## src/rtl/redbox_pkg.sv

```systemverilog
`timescale 1ns/1ps
package redbox_pkg;

    typedef struct packed {
        logic [7:0] r;
        logic [7:0] g;
        logic [7:0] b;
    } rgb_t;

    typedef struct packed {
        logic sop;
        logic eop;
        rgb_t px;
    } beat_t;

    localparam int BEAT_W = $bits(beat_t);

    typedef enum logic [1:0] {
        PX_GREY  = 2'd0,
        PX_RED   = 2'd1,
        PX_FRAME = 2'd2
    } px_kind_e;

    localparam rgb_t RED_MARK = '{r: 8'hFF, g: 8'h00, b: 8'h00};

    function automatic rgb_t to_grey(input rgb_t p);
        logic [9:0] s;
        s = {2'b00, p.r} + {1'b0, p.g, 1'b0} + {2'b00, p.b};
        return '{r: s[9:2], g: s[9:2], b: s[9:2]};
    endfunction

    function automatic logic is_target(input rgb_t p, input logic [7:0] rmin,
                                       input logic [7:0] gmax, input logic [7:0] bmax);
        return (p.r > rmin) && (p.g < gmax) && (p.b < bmax);
    endfunction

endpackage

```

## src/rtl/rb_stage.sv

```systemverilog
`timescale 1ns/1ps
module rb_stage #(
    parameter int DW = 26
) (
    input  logic          clk,
    input  logic          rst,
    input  logic [DW-1:0] up_data,
    input  logic          up_valid,
    output logic          up_ready,
    output logic [DW-1:0] dn_data,
    output logic          dn_valid,
    input  logic          dn_ready
);
    // Register is free when empty or being drained this cycle.
    assign up_ready = !dn_valid || dn_ready;

    always_ff @(posedge clk) begin
        if (rst) begin
            dn_valid <= 1'b0;
            dn_data  <= '0;
        end else if (up_ready) begin
            dn_valid <= up_valid;
            if (up_valid) dn_data <= up_data;
        end
    end
endmodule

```

## src/rtl/rb_coord.sv

```systemverilog
`timescale 1ns/1ps
module rb_coord #(
    parameter int WIDTH  = 640,
    parameter int HEIGHT = 480,
    localparam int XW = $clog2(WIDTH),
    localparam int YW = $clog2(HEIGHT)
) (
    input  logic          clk,
    input  logic          rst,
    input  logic          fire,
    input  logic          sop,
    output logic [XW-1:0] cur_x,
    output logic [YW-1:0] cur_y
);
    localparam logic [XW-1:0] X_LAST = XW'(WIDTH - 1);
    localparam logic [YW-1:0] Y_LAST = YW'(HEIGHT - 1);

    logic [XW-1:0] x_cnt;
    logic [YW-1:0] y_cnt;

    // A start-of-frame pixel is placed at the origin regardless of the count.
    assign cur_x = sop ? '0 : x_cnt;
    assign cur_y = sop ? '0 : y_cnt;

    always_ff @(posedge clk) begin
        if (rst) begin
            x_cnt <= '0;
            y_cnt <= '0;
        end else if (fire) begin
            if (cur_x == X_LAST) begin
                x_cnt <= '0;
                y_cnt <= (cur_y == Y_LAST) ? '0 : cur_y + YW'(1);
            end else begin
                x_cnt <= cur_x + XW'(1);
                y_cnt <= cur_y;
            end
        end
    end
endmodule

```

## src/rtl/rb_extent.sv

```systemverilog
`timescale 1ns/1ps
module rb_extent #(
    parameter int LIMIT = 640,
    localparam int CW = $clog2(LIMIT)
) (
    input  logic          clk,
    input  logic          rst,
    input  logic          fire,
    input  logic          sop,
    input  logic          hit,
    input  logic [CW-1:0] pos,
    output logic [CW-1:0] shown_lo,
    output logic [CW-1:0] shown_hi
);
    localparam logic [CW-1:0] TOP = CW'(LIMIT - 1);

    logic [CW-1:0] run_lo, run_hi, keep_lo, keep_hi;
    logic [CW-1:0] base_lo, base_hi;

    // At frame start the running extremes restart before this pixel is folded in.
    assign base_lo = sop ? TOP : run_lo;
    assign base_hi = sop ? '0  : run_hi;

    // The first pixel of a frame already sees the extremes it is about to latch.
    assign shown_lo = sop ? run_lo : keep_lo;
    assign shown_hi = sop ? run_hi : keep_hi;

    always_ff @(posedge clk) begin
        if (rst) begin
            run_lo  <= TOP;
            run_hi  <= '0;
            keep_lo <= TOP;
            keep_hi <= '0;
        end else if (fire) begin
            run_lo <= (hit && pos < base_lo) ? pos : base_lo;
            run_hi <= (hit && pos > base_hi) ? pos : base_hi;
            if (sop) begin
                keep_lo <= run_lo;
                keep_hi <= run_hi;
            end
        end
    end
endmodule

```

## src/rtl/rb_pixel_map.sv

```systemverilog
`timescale 1ns/1ps
module rb_pixel_map
    import redbox_pkg::*;
#(
    parameter int         XW        = 10,
    parameter int         YW        = 9,
    parameter logic [7:0] RED_MIN   = 8'hB0,
    parameter logic [7:0] GREEN_MAX = 8'h60,
    parameter logic [7:0] BLUE_MAX  = 8'h60
) (
    input  rgb_t          px_in,
    input  logic [XW-1:0] x,
    input  logic [YW-1:0] y,
    input  logic [XW-1:0] left,
    input  logic [XW-1:0] right,
    input  logic [YW-1:0] top,
    input  logic [YW-1:0] bottom,
    input  logic          show,
    input  rgb_t          frame_rgb,
    output rgb_t          px_out,
    output logic          hit
);
    px_kind_e kind;
    logic     on_line;

    always_comb begin
        hit     = is_target(px_in, RED_MIN, GREEN_MAX, BLUE_MAX);
        on_line = show && ((x == left) || (x == right) || (y == top) || (y == bottom));
        if (on_line)  kind = PX_FRAME;
        else if (hit) kind = PX_RED;
        else          kind = PX_GREY;
        case (kind)
            PX_FRAME: px_out = frame_rgb;
            PX_RED:   px_out = RED_MARK;
            default:  px_out = to_grey(px_in);
        endcase
    end
endmodule

```

## src/rtl/redbox_annotator.sv

```systemverilog
`timescale 1ns/1ps
module redbox_annotator
    import redbox_pkg::*;
#(
    parameter int         FRAME_W   = 640,
    parameter int         FRAME_H   = 480,
    parameter logic [7:0] RED_MIN   = 8'hB0,
    parameter logic [7:0] GREEN_MAX = 8'h60,
    parameter logic [7:0] BLUE_MAX  = 8'h60,
    localparam int XW = $clog2(FRAME_W),
    localparam int YW = $clog2(FRAME_H)
) (
    input  logic        clk,
    input  logic        rst,
    input  logic [23:0] in_data,
    input  logic        in_sop,
    input  logic        in_eop,
    input  logic        in_valid,
    output logic        in_ready,
    input  logic [23:0] box_rgb,
    output logic [23:0] out_data,
    output logic        out_sop,
    output logic        out_eop,
    output logic        out_valid,
    input  logic        out_ready
);
    beat_t         up_beat, a_beat, p_beat, b_beat;
    logic          a_valid, b_take, fire;
    logic [XW-1:0] cur_x, box_l, box_r;
    logic [YW-1:0] cur_y, box_t, box_b;
    logic          hit, run_seen, keep_seen, base_seen, show;
    rgb_t          mapped;

    assign up_beat = '{sop: in_sop, eop: in_eop, px: rgb_t'(in_data)};

    rb_stage #(.DW(BEAT_W)) u_stage_in (
        .clk      (clk),
        .rst      (rst),
        .up_data  (up_beat),
        .up_valid (in_valid),
        .up_ready (in_ready),
        .dn_data  (a_beat),
        .dn_valid (a_valid),
        .dn_ready (b_take)
    );

    // A pixel is consumed from the first stage when the second stage takes it.
    assign fire = a_valid && b_take;

    rb_coord #(.WIDTH(FRAME_W), .HEIGHT(FRAME_H)) u_coord (
        .clk   (clk),
        .rst   (rst),
        .fire  (fire),
        .sop   (a_beat.sop),
        .cur_x (cur_x),
        .cur_y (cur_y)
    );

    rb_extent #(.LIMIT(FRAME_W)) u_ext_x (
        .clk      (clk),
        .rst      (rst),
        .fire     (fire),
        .sop      (a_beat.sop),
        .hit      (hit),
        .pos      (cur_x),
        .shown_lo (box_l),
        .shown_hi (box_r)
    );

    rb_extent #(.LIMIT(FRAME_H)) u_ext_y (
        .clk      (clk),
        .rst      (rst),
        .fire     (fire),
        .sop      (a_beat.sop),
        .hit      (hit),
        .pos      (cur_y),
        .shown_lo (box_t),
        .shown_hi (box_b)
    );

    // Presence flag: whether any target pixel fed the extremes.
    assign base_seen = a_beat.sop ? 1'b0 : run_seen;
    assign show      = a_beat.sop ? run_seen : keep_seen;

    always_ff @(posedge clk) begin
        if (rst) begin
            run_seen  <= 1'b0;
            keep_seen <= 1'b0;
        end else if (fire) begin
            run_seen <= base_seen || hit;
            if (a_beat.sop) keep_seen <= run_seen;
        end
    end

    rb_pixel_map #(
        .XW(XW), .YW(YW),
        .RED_MIN(RED_MIN), .GREEN_MAX(GREEN_MAX), .BLUE_MAX(BLUE_MAX)
    ) u_map (
        .px_in     (a_beat.px),
        .x         (cur_x),
        .y         (cur_y),
        .left      (box_l),
        .right     (box_r),
        .top       (box_t),
        .bottom    (box_b),
        .show      (show),
        .frame_rgb (rgb_t'(box_rgb)),
        .px_out    (mapped),
        .hit       (hit)
    );

    assign p_beat = '{sop: a_beat.sop, eop: a_beat.eop, px: mapped};

    rb_stage #(.DW(BEAT_W)) u_stage_out (
        .clk      (clk),
        .rst      (rst),
        .up_data  (p_beat),
        .up_valid (a_valid),
        .up_ready (b_take),
        .dn_data  (b_beat),
        .dn_valid (out_valid),
        .dn_ready (out_ready)
    );

    assign out_data = b_beat.px;
    assign out_sop  = b_beat.sop;
    assign out_eop  = b_beat.eop;
endmodule

```

## config.mk

```make
export PLATFORM = sky130hd
export DESIGN_NAME = redbox_annotator
export DESIGN_NICKNAME = d
export VERILOG_FILES = /design/src/rtl/redbox_pkg.sv /design/src/rtl/rb_stage.sv /design/src/rtl/rb_coord.sv /design/src/rtl/rb_extent.sv /design/src/rtl/rb_pixel_map.sv /design/src/rtl/redbox_annotator.sv
export SDC_FILE = /design/constraint.sdc
export NUM_CORES = 1
export LEC_CHECK = 0
export ABC_AREA = 1
export BUFFER_PORTS_ARGS = -buffer_cell sky130_fd_sc_hd__buf_2
export CAP_MARGIN = 20
export CORE_MARGIN = 2
export CORE_UTILIZATION = 32
export DETAILED_ROUTE_END_ITERATION = 8
export MAX_ROUTING_LAYER = met4
export SYNTH_ARGS = -nofsm -noshare
export SYNTH_HDL_FRONTEND = slang
export SYNTH_SLANG_ARGS = --single-unit
export TNS_END_PERCENT = 30
```

## constraint.sdc

```tcl
create_clock -name clk -period 8.8 [get_ports clk]
set_clock_uncertainty 0.1 [all_clocks]
set_input_delay 0 -clock clk [delete_from_list [all_inputs] [get_ports clk]]
set_output_delay 0 -clock clk [all_outputs]
set_load 0.02 [all_outputs]
```

-- Yosys cells after proc, flatten, opt, wreduce, memory -nomap -nowiden
Cells that the tools add are included.
Widths: inputs -> output; s select.
- $lt $le $gt $ge: 7
- add/subtract/negate cells: 4
- reductions and logical operators: 18
- mux-type cells: 22
- eq/ne operators: 8
- operator list (cell ; count):
    $mux 9 ; 9
    $mux 10 ; 8
    $pmux 24 s2 ; 1
    $eq 10x10->1 ; 2
    $eq 9x9->1 ; 2
    $lt 8x7->1 const B ; 2
    $add 10x1->10 const B ; 1
    $add 10x8->10 ; 1
    $add 8x9->10 ; 1
    $eq 10x10->1 const B ; 1
    $gt 10x10->1 ; 1
    $lt 10x10->1 ; 1
    $add 9x1->9 const B ; 1
    $eq 9x9->1 const B ; 1
    $gt 9x9->1 ; 1
    $lt 9x9->1 ; 1
    $gt 8x8->1 const B ; 1
    $logic_and 1x1->1 ; 8
    $logic_or 1x1->1 ; 6
    $reduce_and 2->1 ; 2
    $mux 1 ; 3
    $eq 2x1->1 const B ; 1
    $eq 2x2->1 const B ; 1
    $logic_not 1->1 ; 2
    $mux 2 ; 1
- input bits: 54
- register bits after elaboration: 151

-- Longest topological paths before layout
Gate-level depths: netlist of the first run.
- word-level depth: 9
- gate-level depth with buffers: 17
- mapped depth without buffers: 16

-- Modules after synthesis
A second synthesis of the first run with hierarchy kept.
- cell total of the unflattened synthesis: 1623
- area total of the unflattened synthesis: 10562.6 sq um
- by module, submodules not included (module ; area each (sq um) ; times used ; cells each ; seq. area each (sq um)):
    rb_extent at u_ext_x ; 2585.0 ; 1 ; 383 ; 800.8
    rb_stage ; 1271.2 ; 2 ; 175 ; 540.5
    rb_extent at u_ext_y ; 2230.9 ; 1 ; 337 ; 720.7
    rb_pixel_map ; 1634.1 ; 1 ; 300 ; 0.0
    rb_coord ; 1467.7 ; 1 ; 237 ; 380.4
    redbox_annotator ; 102.6 ; 1 ; 16 ; 40.0

-- Least setup slack after synthesis of the first run
No wires, ideal clock.
- kind: flip-flop to flip-flop
- start: register u_stage_in.dn_data[25]
- end: register u_ext_y.run_hi[5]
- period minus slack after synthesis: 2.770 ns
- arrival time: 2.538 ns
- setup slack: 6.030 ns
- stages on the path, launching flop included: 17
- data required time: 8.568 ns
- buffers on the path: 5
- cells stage by stage: dfxtp_1 -> buf_6 -> inv_6 -> buf_8 -> buf_8 -> clkbuf_1 -> buf_2 -> nand2_1 -> ha_1 -> a21oi_1 -> nor2_1 -> a211oi_1 -> o211ai_4 -> nand2_4 -> nand2_1 -> nand3_1 -> a21oi_1
- cells in the longest elaborated chain, start to end: 4
- elaborated cells between the ends (all ways): 5
- those cells by class: order compare (1); mux (3); reduce/logical (1)
- ends and longest elaborated chain (element ; RTL line ; RTL):
    start: declaration ; rb_stage.sv:10 ; output logic [DW-1:0] dn_data,
    start signal: assignment ; rb_stage.sv:23 ; if (up_valid) dn_data <= up_data;
    $mux 9, on equally long branches ; rb_coord.sv:23, rb_extent.sv:22 ;
    $gt 9x9->1 ; rb_extent.sv:36 ; run_hi <= (hit && pos > base_hi) ? pos : base_hi;
    $logic_and 1x1->1 ; rb_extent.sv:36 ;
    $mux 9 (*) ; rb_extent.sv:36 ;
    end signal: assignment ; rb_extent.sv:36 ;
    end: declaration ; rb_extent.sv:17 ; logic [CW-1:0] run_lo, run_hi, keep_lo, keep_hi;
Every way passes the cells marked *; elsewhere a longest branch is shown, timed or not.
A chain may end at the register's enable or synchronous reset.

-- Worst setup path in the final report of the first run
- start: register u_stage_in.dn_data[25]
- end: register u_ext_x.run_hi[9]
- cells in the longest elaborated chain, start to end: 4
- elaborated cells between the ends (all ways): 5
- those cells by class: order compare (1); mux (3); reduce/logical (1)
- ends and longest elaborated chain (element ; RTL line):
    $mux 10, on equally long branches ; rb_coord.sv:22, rb_extent.sv:22
    $gt 10x10->1 ; rb_extent.sv:36
    $logic_and 1x1->1 ; rb_extent.sv:36
    $mux 10 (*) ; rb_extent.sv:36
    end signal: assignment ; rb_extent.sv:36
    end: declaration ; rb_extent.sv:17
Marked as above.

==> flow_metrics.tcl, run 1 <==
set metrics [dict create \
    status "complete, no violations" \
    synth_edf_count 0 \
    top_layer_used "met4" \
    dr_wl_met2_um 11750 \
    insertion_delay_ns 0.43 \
    hp-class "in -> reg" \
    clockRootBuffer "clkbuf_16" \
    start_kind "register" \
    met1_length_um 12780 \
    cts.sinks 151 \
    drt-total-wl_um 26510 \
    grt_usage_pct 18.25 \
    grt_setup_unrepaired "false" \
    seq_area_sq_um 3024 \
    nFillCells 3079 \
    yosysUniqueCellTypes 49 \
    dp_hpwl_um 17650 \
    cp-end-kind "register" \
    fin_total_pwr_w 0.001816 \
    ys_ff_latch 151 \
    post-route-period-util_pct 41.32 \
    numCtsBuffers 17 \
    htree_num_levels 4 \
    vias_per_cell 4.981 \
    yosys-top-cells-area "dfxtp_1 33%, nand2_1 12%, nand3_1 8.0%" \
    grt_pass1_vias 8839 \
    finish.utilization_pct 38.34 \
    finalCriticalPeriod_ns 3.636 \
    synth_area_leader_cell "dfxtp_1" \
    drive_gt1_share_pct 11.31 \
    maxSlewViolCount 0 \
    grt.overflow.total 0 \
    dr_total_vias 9315 \
    fin_cells 1870 \
    worstPathMaxFanout 96 \
    wl_met3_um 1555 \
    drtAntennaViolNets 0 \
    first_pass_iters 5 \
    drc 0 \
    final_nets 1573 \
    antenna_found_initial 0 \
    drt_iter0_drc 614 \
    synth_area_per_cell_sq_um 6.663 \
    num_rows 62 \
    maxCapViolations 0 \
    vdd_drop_max_v 0.0001298 \
    start_util_pct 32.39 \
    setup-violations-final 0 \
    synthCells 1388 \
    power.density_nw_per_um2 166.0 \
    antennaDiodeCount 0 \
    cp.required_ns 8.96 \
    cts_hold_buf 54 \
    multi_input_area_sq_um 5298 \
    synth_top_flop_cell "dfxtp_1" \
    worstMarginPinSlew_ns 1.098 \
    wire_per_inst_um 14.18 \
    cts.clk_slew.worst_paths_ns 0.06 \
    core_area_sq_um 28550 \
    portBuffers 81 \
    synth.yosys.seq_area_share_pct 32.69 \
    dp.cells 1785 \
    cts_resized 0 \
    syn-num-nets 1487 \
    die_h_um 174.0 \
    synthesis.area_sq_um 9248 \
    synth-async-reset-ratio_pct 0 \
    place_congestion 0.8696 \
    grt_first_pass_wirelength_um 44250 \
    die_w_um 174.0 \
    p_leak_nw 4.960 \
    synth_top_cell_area_share_pct 32.69 \
    max-slew-margin-rel_pct 26.80 \
    grt_max_degree 97 \
    cp.arrival_ns 3.80 \
    dieArea_sq_um 30270 \
    clockBufferDepth 2 \
    cts_setup_buffers 0 \
    cts_tree "done" \
    timing_worst_setup_path_type "reg -> reg" \
    max_freq_mhz 275.0 \
    tns_ns 0 \
    ios 82 \
    syn_to_final_growth_pct 18.36 \
    hold_viol 0 \
    yosys_warnings 0 \
]
## layer usage
| metal | track usage [%] | vias to the layer above |
|---|---|---|
| li1 | - | 4759 |
| met1 | 24.53 | 4231 |
| met2 | 28.19 | 292 |
| met3 | 3.325 | 33 |
| met4 | 4.937 | 0 |
| met5 | - | - |
## through the flow
step                instance area (sq um)  hold WS, ns  worst slack, ns
global route                        10950      0.04624            4.869
finish                              10950      0.03315            5.164
detailed placement                   9817       0.1568            5.340
CTS                                 10950    0.0006916            5.280
global placement                     9817       0.1486            5.383
floorplan                            9248      0.06668            6.030
## critical path, cell delays in order (launching register included)
cell,delay [ns]
dfxtp_2,0.37
inv_6,0.53
nand2_1,0.34
inv_2,0.20
ha_1,0.26
nand2_1,0.07
inv_1,0.03
o21ai_0,0.16
a21oi_1,0.11
o21ai_1,0.14
nand3_1,0.33
nand2_1,0.46
nand2_1,0.10
nand3_1,0.08
a21oi_1,0.08
## path summary, 6_finish.rpt
check,cells after the start,slack [ns],to,start
setup / recovery,14,5.16,u_ext_x.run_hi[9],u_stage_in.dn_data[25]
hold / removal,4,0.03,u_stage_in.dn_data[25],in_valid
setup reg to reg,14,5.16,u_ext_x.run_hi[9],u_stage_in.dn_data[25]
hold reg to reg,2,0.36,u_ext_x.run_hi[0],u_ext_x.run_hi[0]
## cell usage after synthesis (all sizes together) (2+ instances only)
master	instances
or2	4
nand4	9
nand2	315
fa	8
a32oi	2
clkbuf	45
dfxtp	151
o21bai	5
nand3b	4
inv	146
a211oi	19
o21ai	115
a31oi	23
nand3	151
ha	37
buf	30
nor2	167
xor2	11
o211ai	6
xnor2	2
nor3	9
a21oi	119
## flip-flops by register name, indices dropped and copies added, names as in the netlist, 9 cells and up
register	cells
u_coord.x_cnt	10
u_coord.y_cnt	9
u_ext_x.keep_hi	10
u_ext_x.keep_lo	10
u_ext_x.run_hi	10
u_ext_x.run_lo	10
u_ext_y.keep_hi	9
u_ext_y.keep_lo	9
u_ext_y.run_hi	9
u_ext_y.run_lo	9
u_stage_in.dn_data	26
u_stage_out.dn_data	26
## report_power, final
part | internal, W | switching, W
registers | 0.000722 | 0.0000220
logic | 0.000114 | 0.000208
clock network | 0.000446 | 0.000305
## kinds of logic (layout without fill, tap and decap cells)
family	count (synthesis)	count (layout)	share of synthesized area (%)
AOI/OAI and AO/OA	298	298	17.98
xor gates and xnor gates	13	13	1.231
adders and majority gates	45	45	6.738
buffers and inverters	221	319	10.15
DFF	151	151	32.69
and+or+nand+nor	660	660	31.21
## layout make-up
type | count | area share (%)
flip-flops and latches | 151 | 27.63
well taps | 384 | 4.390
clock inverters | 11 | 1.383
repair buffers | 142 | 9.145
multi-input cells | 1016 | 48.40
inverters | 146 | 5.064
clock buffers | 20 | 3.989
## layout by cell type (no fill, tap or decap), types with 5 or more instances in the layout
cell / n
o21ai_0: 104
nor2_1: 153
o21bai_1: 5
dlygate4sd3_1: 54
clkbuf_16: 17
nand4_1: 8
o211ai_1: 5
o21ai_1: 10
nand3_1: 148
ha_1: 37
nand2_4: 7
dfxtp_1: 150
a211oi_1: 19
buf_4: 8
buf_2: 80
xor2_1: 11
nand2_1: 296
a31oi_1: 23
a21oi_1: 115
inv_1: 141
nand2_2: 12
nor3_1: 7
nor2_2: 12
fa_1: 8
Note: power is estimated with default switching activity, not from simulation.
==> run 2: changes to the inputs <==
Settings changed: ABC_AREA 1 to 0.
Clock period 8.8 ns to 3.7 ns, I/O delays scaled along.
==> run 2 against run 1 <==
  * Final area down 7.6%
  * Highest routed layer unchanged
  * Fmax up 13%
  * Final cell count down 20%
  * Sequential share of layout area up 2.3 points
  * Clock-buffer cell count down 3
  * Utilization up 0.81 points
  * Register-to-register slack worse by 4.7 ns
==> flow_metrics.tcl, run 2 <==
set metrics [dict create \
    place_congestion 0.8778 \
    setup_ws_ns 0.4840 \
    synthCells 1058 \
    core_area_sq_um 25840 \
    synth_top_flop_cell "dfxtp_1" \
    reg2reg_depth 11 \
    clockRootBuffer "clkbuf_16" \
    die_w_um 165.4 \
    maxCapViolations 0 \
    max-slew-margin-rel_pct 36.92 \
    synth_edf_count 0 \
    grt_usage_pct 18.56 \
    yosysMostFrequentCell "nand2_1" \
    synth.yosys.seq_area_share_pct 36.27 \
    hp-class "in -> reg" \
    worstMarginPinSlew_ns 0.9440 \
    dp.cells 1417 \
    crit_chain "buf_4, nor2b_1, ha_1, and4_1, nand4_1, nor3_1, nor4_1, a211oi_2, buf_4, nor2_1, a2111oi_0" \
    synth-compound-area-share_pct 21.44 \
    finalCriticalPeriod_ns 3.216 \
    grt.overflow.total 0 \
    start_kind "register" \
    dieArea_sq_um 27350 \
    maxSlewViolCount 0 \
    synth_fa_ha_area_share_pct 7.717 \
    grt_max_degree 65 \
    cts_tree "done" \
    drc 0 \
    start_util_pct 32.26 \
    nFillCells 2599 \
    htree_num_levels 4 \
    drt-total-wl_um 24990 \
    syn-num-nets 1157 \
    dr_total_vias 8008 \
    yosysUniqueCellTypes 75 \
    synthMuxAreaShare_pct 1.261 \
    cts_hold_buf 54 \
    synthesis.area_sq_um 8334 \
    worstPathMaxFanout 25 \
    drive_gt1_share_pct 14.47 \
    insertion_delay_ns 0.44 \
    syn_to_final_growth_pct 21.38 \
    post_synth_and_or_nand_nor_area_fraction_pct 24.14 \
    cp.arrival_ns 3.43 \
    yosys-top-cells-area "dfxtp_1 36%, nand2_1 8.2%, a21oi_1 6.1%" \
    wl_met3_um 1247 \
    power.density_nw_per_um2 386.2 \
    wire_per_inst_um 16.62 \
    mostFrequentLayoutCells "181 x nand2_1, 150 x dfxtp_1, 107 x nor2_1, 101 x a21oi_1, 80 x buf_2" \
    slowest_stage "dfxtp_2" \
    drt_iter0_drc 822 \
    fin_total_pwr_w 0.003907 \
    grt_first_pass_wirelength_um 39260 \
    top_regs "u_stage_in.dn_data x26, u_stage_out.dn_data x26" \
    timing_worst_setup_path_type "reg -> reg" \
    portBuffers 81 \
    vias_per_cell 5.328 \
    final_nets 1254 \
    die_h_um 165.4 \
    met1_length_um 11620 \
    antenna_found_initial 0 \
    fin_cells 1503 \
    path_common_cell "buf_4" \
    grt_pass1_vias 7347 \
    grt_setup_unrepaired "false" \
    cts_setup_buffers 0 \
    top_layer_used "met4" \
    dr_wl_met2_um 11760 \
    seq_area_sq_um 3024 \
    cts.sinks 151 \
    hold_depth 2 \
    synth-async-reset-ratio_pct 0 \
    max_freq_mhz 310.9 \
    status "complete, no violations" \
    layout_commonest_cell "nand2_1" \
    synth_area_per_cell_sq_um 7.877 \
    ys_ff_latch 151 \
    vdd_drop_max_v 0.0004923 \
    synth_common_cells "181 x nand2_1, 151 x dfxtp_1, 108 x nor2_1" \
    num_rows 59 \
    clockBufferDepth 2 \
    yosys_warnings 0 \
    ios 82 \
    synth_top_cell_area_share_pct 36.27 \
    p_leak_nw 4.050 \
    cts_resized 0 \
    cp-end-kind "register" \
    tns_ns 0 \
    antennaDiodeCount 0 \
    post-route-period-util_pct 86.92 \
    hold_viol 0 \
    dp_hpwl_um 17090 \
    synth-xor-area-share_pct 3.153 \
    first_pass_iters 6 \
    drtAntennaViolNets 0 \
    synth_top_family_by_area "simple AND/OR/NAND/NOR gates" \
    setup-violations-final 0 \
    slowest_delay_ns 0.50 \
    numCtsBuffers 17 \
    cp.required_ns 3.91 \
    synth_area_leader_cell "dfxtp_1" \
    cts.clk_slew.worst_paths_ns 0.07 \
    post-place-ws_ns 0.5389 \
    multi_input_area_sq_um 4827 \
]
==> run 2: power breakdown <==
part           switching, W  total, W  internal [W]
registers         0.0000362   0.00171       0.00167
clock network      0.000827   0.00173      0.000903
logic              0.000286  0.000469      0.000183
==> run 2: per-stage QoR <==
stage	utilization [%]	hold WS [ns]	instance area (sq um)
after CTS	39.15	0.003902	10120
after global routing	39.15	0.02025	10120
after floorplan	-	0.01743	8334
final	39.15	0.006872	10120
after detailed placement	34.83	0.1438	8999
after global placement	34.83	0.1376	8999
==> run 2: routing by layer <==
layer	global-route usage, %	up-vias
met2	29.32	217
met4	4.428	0
met3	3.397	27
li1	-	3963
met5	-	-
met1	24.70	3801
==> run 2: logic make-up after synthesis <==
kind of cell | after synthesis
xor+xnor | 30
buf+inv | 114
simple gates | 436
compound gates | 270
flops | 151
fa+ha+maj | 47
mux | 10
==> run 2: final cells by class <==
| type | instances | area share, % |
|---|---|---|
| clock buffers | 17 | 4.205 |
| repair buffers | 156 | 11.18 |
| multi-input cells | 793 | 47.72 |
| inverters | 36 | 1.361 |
| flip-flops and latches | 151 | 29.89 |
| clock inverters | 15 | 1.497 |
| well taps | 335 | 4.143 |
==> run 2: path summary, 6_finish.rpt <==
check,from,to,slack (ns)
max,u_stage_in.dn_data[25],u_ext_x.run_hi[6],0.48
min,rst,u_coord.y_cnt[7],0.007
max reg2reg,u_stage_in.dn_data[25],u_ext_x.run_hi[6],0.48
min reg2reg,u_stage_in.dn_data[24],u_stage_out.dn_data[24],0.35
==> run 2: worst max-delay path, delay by kind of cell (launching register included) <==
| kind | cells | cell delay [ns] |
|---|---|---|
| compound gates | 2 | 0.57 |
| fa+ha+maj | 1 | 0.31 |
| flops | 1 | 0.50 |
| simple gates | 6 | 1.02 |
| buf+inv | 2 | 0.60 |
